$ cat src/rtl/usb_irq_pkg.sv
package usb_irq_pkg;
    localparam int CAUSE_W   = 4;
    localparam int NUM_LINES = 4;
    localparam int PIN_W     = 8;

    localparam int B_IOC  = 0;
    localparam int B_SHORT = 1;
    localparam int B_XERR = 2;
    localparam int B_HERR = 3;

    typedef logic [CAUSE_W-1:0] cause_t;

    // fixed, non-uniform function-to-line routing
    function automatic int route_line(input int f);
        case (f % 4)
            0:       return 0;
            1:       return 3;
            2:       return 2;
            default: return 0;
        endcase
    endfunction
endpackage

$ cat src/rtl/usb_irq_func_ctrl.sv
module usb_irq_func_ctrl
    import usb_irq_pkg::*;
(
    input  logic   clk,
    input  logic   rst_n,
    input  logic   ev_done,
    input  logic   ev_ioc,
    input  logic   ev_short,
    input  logic   ev_xerr,
    input  logic   ev_hosterr,
    input  logic   wb_done,
    input  logic   clr_we,
    input  logic   en_we,
    input  cause_t wdata,
    output cause_t status,
    output cause_t enable,
    output logic   irq_req
);
    typedef struct packed {
        cause_t shadow;
        cause_t status;
        cause_t enable;
    } state_t;

    state_t st_d, st_q;

    cause_t new_txn;
    cause_t folded;
    cause_t set_v;
    cause_t clr_v;

    always_comb begin
        new_txn          = '0;
        new_txn[B_IOC]   = ev_done & ev_ioc;
        new_txn[B_SHORT] = ev_short;
        new_txn[B_XERR]  = ev_xerr;

        // causes of this cycle join the frame being closed
        folded = st_q.shadow | new_txn;

        set_v         = wb_done ? folded : '0;
        set_v[B_HERR] = ev_hosterr;
        clr_v         = clr_we ? wdata : '0;

        st_d        = st_q;
        st_d.shadow = wb_done ? '0 : folded;
        st_d.status = (st_q.status & ~clr_v) | set_v;   // set wins
        if (en_we) begin
            st_d.enable = wdata;
        end
    end

    always_ff @(posedge clk) begin
        if (!rst_n) begin
            st_q <= '0;
        end else begin
            st_q <= st_d;
        end
    end

    assign status  = st_q.status;
    assign enable  = st_q.enable;
    assign irq_req = |(st_q.status & st_q.enable);
endmodule

$ cat src/rtl/usb_irq_router.sv
module usb_irq_router
    import usb_irq_pkg::*;
#(
    parameter int NUM_FUNC = 4
) (
    input  logic [NUM_FUNC-1:0]       req,
    output logic [NUM_LINES-1:0]      lines,
    output logic [NUM_FUNC*PIN_W-1:0] pins
);
    always_comb begin
        lines = '0;
        for (int f = 0; f < NUM_FUNC; f++) begin
            lines[route_line(f)] = lines[route_line(f)] | req[f];
        end
    end

    for (genvar f = 0; f < NUM_FUNC; f++) begin : g_pin
        assign pins[f*PIN_W +: PIN_W] = PIN_W'(f + 1);
    end
endmodule

$ cat src/rtl/usb_irq_aggregator.sv
module usb_irq_aggregator
    import usb_irq_pkg::*;
#(
    parameter int NUM_FUNC = 4,
    localparam int SEL_W   = (NUM_FUNC > 1) ? $clog2(NUM_FUNC) : 1
) (
    input  logic                          clk,
    input  logic                          rst_n,
    input  logic [NUM_FUNC-1:0]           ev_done,
    input  logic [NUM_FUNC-1:0]           ev_ioc,
    input  logic [NUM_FUNC-1:0]           ev_short,
    input  logic [NUM_FUNC-1:0]           ev_xerr,
    input  logic [NUM_FUNC-1:0]           ev_hosterr,
    input  logic [NUM_FUNC-1:0]           wb_done,
    input  logic [SEL_W-1:0]              sw_sel,
    input  logic                          sw_clr_we,
    input  logic                          sw_en_we,
    input  logic [CAUSE_W-1:0]            sw_wdata,
    output logic [NUM_FUNC*CAUSE_W-1:0]   status_o,
    output logic [NUM_FUNC*CAUSE_W-1:0]   enable_o,
    output logic [NUM_LINES-1:0]          irq_line_o,
    output logic [NUM_FUNC*PIN_W-1:0]     pin_val_o
);
    logic [NUM_FUNC-1:0] req;

    for (genvar f = 0; f < NUM_FUNC; f++) begin : g_func
        logic hit;
        cause_t st, en;
        assign hit = (sw_sel == SEL_W'(f));

        usb_irq_func_ctrl u_ctrl (
            .clk        (clk),
            .rst_n      (rst_n),
            .ev_done    (ev_done[f]),
            .ev_ioc     (ev_ioc[f]),
            .ev_short   (ev_short[f]),
            .ev_xerr    (ev_xerr[f]),
            .ev_hosterr (ev_hosterr[f]),
            .wb_done    (wb_done[f]),
            .clr_we     (sw_clr_we & hit),
            .en_we      (sw_en_we & hit),
            .wdata      (sw_wdata),
            .status     (st),
            .enable     (en),
            .irq_req    (req[f])
        );

        assign status_o[f*CAUSE_W +: CAUSE_W] = st;
        assign enable_o[f*CAUSE_W +: CAUSE_W] = en;
    end

    usb_irq_router #(.NUM_FUNC(NUM_FUNC)) u_router (
        .req   (req),
        .lines (irq_line_o),
        .pins  (pin_val_o)
    );
endmodule

$ cat config.mk
export PLATFORM = sky130hd
export DESIGN_NAME = usb_irq_aggregator
export DESIGN_NICKNAME = d
export VERILOG_FILES = /design/src/rtl/usb_irq_pkg.sv /design/src/rtl/usb_irq_func_ctrl.sv /design/src/rtl/usb_irq_router.sv /design/src/rtl/usb_irq_aggregator.sv
export SDC_FILE = /design/constraint.sdc
export NUM_CORES = 1
export LEC_CHECK = 0
export CAP_MARGIN = 20
export CORE_ASPECT_RATIO = 1.2
export CORE_MARGIN = 8
export CORE_UTILIZATION = 38
export DETAILED_ROUTE_END_ITERATION = 8
export PLACE_DENSITY = 0.77
export SLEW_MARGIN = 20
export SYNTH_ARGS = -nofsm -noshare
export SYNTH_HDL_FRONTEND = slang
export SYNTH_HIERARCHICAL = 1
export SYNTH_SLANG_ARGS = --single-unit
$ cat constraint.sdc
create_clock -name clk -period 0.9 [get_ports clk]
set_input_delay 0.18 -clock clk [delete_from_list [all_inputs] [get_ports clk]]
set_output_delay 0.18 -clock clk [all_outputs]
set_load 0.1 [all_outputs]
==> results.toml <==
[yosys]
synth_area_leaders = "dfxtp_1 38%, buf_4 23%, mux2i_1 6.9%"
ys_seq_area_share_pct = 38.1
ys_seq_elements = 44
synth.distinct_cells = 21
synth_top_area_share_pct = 38.1
synthCells = 246
syn_area_per_cell_sq_um = 9.39
yosys-top-cells-count = "71 x buf_4, 44 x dfxtp_1, 20 x nor2_1"
synthArstFlopShare_pct = 0
synth_edf_count = 0
synth_flop_cell = "dfxtp_1"
synth.most_common_cell = "buf_4"
syn_area_sq_mm = 0.00231
yosysWarnings = 6
yosysTopAreaCell = "dfxtp_1"

[sta]
finClkSkew_ns = 0.00278
layout_min_cycle_time_ns = 1.50
rsz0062_at_grt = "true"
hold_viol = 0
setup_viol = 37
slew_viol_final = 0
fmax_ghz = 0.668
setup_tns_ns = -7.70
timing.final.ws_setup_ns = -0.598
fin_crit_sh_pct = 166

[power_and_ir_drop]
internal-power_w = 0.00366
p_seq_share_pct = 35.9
combPwrFrac_pct = 39.1
power_switching_w = 0.00231
p_leak_nw = 1.56
sw_frac_of_total_pct = 38.6
clockPowerShare_pct = 25.1
vdd_drop_max_mv = 0.822
power_density_mw_per_mm2 = 1630

[die]
rows = 31
dieArea_sq_mm = 0.00884
ioPinCount = 102
initial_core_util_pct = 38.7
die_w_um = 87.2
coreArea_sq_mm = 0.00597
die_h_um = 101

[status]
status = "finished, violations left"
violations = "negative setup slack"

[worst_setup_path]
worstPathRequired_ns = 0.72
startpoint = "g_func[3].u_ctrl/status[0]"
cp-start-kind = "register"
crit_path_end_kind = "output port"
critPathKind = "reg2out"
arrival_ns = 1.32
crit_fanout = 2
r2r_start = "g_func[3].u_ctrl/status[1]"

[layout]
nFillCells = 513
n_antenna_cell = 0
multiInputGateArea_sq_mm = 0.00103
drive_gt1_share_pct = 42.5
final_cell_area_sq_mm = 0.00367
syn2layout_area_growth_pct = 58.9
fin_nets = 355
regArea_sq_um = 921

[grt]
grt_max_degree = 41
grt.total_usage_pct = 12.9
grt_pass1_wl_um = 8910
overflow = 0
grt_pass1_vias = 1930
antenna_found_initial = 0

[worst_hold_path]
worstHoldPathType = "in2reg"
hp-start = "rst_n"

[clock_tree]
cts_buffers = 5
holdBufCountCts = 0
clk_pin_slew_ns = 0.09
clock_latency_ns = 0.30
cts_sinks = 44
cts_tree = "yes"
clockBufferDepth = 2
htreeDepth = 2
cts_root_buffer = "clkbuf_8"

[route]
via_per_inst = 4.36
drc_errors = 0
drt-pass1-iter-count = 4
dr.first_iter.drc_count = 58
routed_wl_um = 6130
vias = 1763
wl_per_cell_um = 15.2
antenna_left = 0

[placed_design]
dpl.hpwl_um = 4400
place_area_sq_mm = 0.00329
dpl_worst_slack_ns = -0.618
io_buffers = 68
gp_congestion = 0.709

[run]
drv_cap = 0
## power groups by stage
stage / clock network, W / registers [W] / logic (W)
2_1_floorplan: 0 / 0.00214 / 0.00171
3_3_place_gp: 0 / 0.00214 / 0.00222
3_5_place_dp: 0 / 0.00214 / 0.00224
4_1_cts: 0.00154 / 0.00214 / 0.00230
5_1_grt: 0.00161 / 0.00215 / 0.00242
6_report: 0.00150 / 0.00214 / 0.00233
## flip-flops by register name, indices dropped and copies added (netlist names)
name / cells
g_func.u_ctrl/st_q: 12
g_func.u_ctrl/enable: 16
g_func.u_ctrl/status: 16
## through the flow
step | cells | power [W] | util, % | hold WS [ns]
2_1_floorplan | 277 | 0.00385 | - | 0.304
3_3_place_gp | 391 | 0.00436 | 55.1 | 0.453
3_5_place_dp | 391 | 0.00438 | 55.1 | 0.452
4_1_cts | 401 | 0.00598 | 60.5 | 0.472
5_1_grt | 404 | 0.00618 | 61.5 | 0.430
6_report | 404 | 0.00597 | 61.5 | 0.422
## logic make-up after synthesis
family	share of synthesized area, %
compound gates	16.7
buf+inv	25.0
flops	38.1
mux	6.93
other cells	0.325
simple gates	12.9
## placed cells by master (no fill, tap or decap), drive strengths merged, types with 8 or more instances in the layout
cell and instances:
buf 80, nand2 8, nor2b 16, nor2 20, dfxtp 44, clkbuf 8, mux2i 16, a22oi 8
o21ai 8, a21boi 16, clkdlybuf4s50 28, conb 33, a21bo 8
## cell type report
| type | count | share of cell area (%) |
|---|---|---|
| Timing Repair Buffer | 112 | 41.2 |
| Multi-Input combinational cell | 158 | 28.0 |
| Sequential cell | 44 | 25.1 |
| Tap cell | 82 | 2.79 |
| Clock buffer | 6 | 1.98 |
| Clock inverter | 2 | 0.954 |
## layer usage
| layer | up-vias | GRT usage [%] | wire length [um] |
|---|---|---|---|
| met5 | - | 0 | 0 |
| met4 | 0 | 4.64 | 61 |
| met3 | 5 | 4.55 | 482 |
| met2 | 66 | 23.1 | 3110 |
| met1 | 820 | 13.4 | 2480 |
| li1 | 872 | - | - |
## critical path: stages, from the launching register on
cell     delay, ns
dfxtp_2       0.34
a22oi_2       0.17
nand2_1       0.07
or2_4         0.27
buf_12        0.17
## worst paths after layout
| path | end | slack, ns | cells past startpoint |
|---|---|---|---|
| setup / recovery | irq_line_o[0] | -0.60 | 4 |
| hold reg to reg | g_func[3].u_ctrl/st_q[10] | 0.47 | 2 |
| hold / removal | g_func[2].u_ctrl/status[2] | 0.42 | 3 |
| setup reg to reg | g_func[3].u_ctrl/status[1] | -0.03 | 4 |
## timing repair
item,in CTS,in global routing
resized for setup,83,31
pin swaps,11,10
buffers inserted,2,16
setup endpoints to repair,67,56
cloned,0,1
Note: power is estimated with default switching activity, not from simulation.
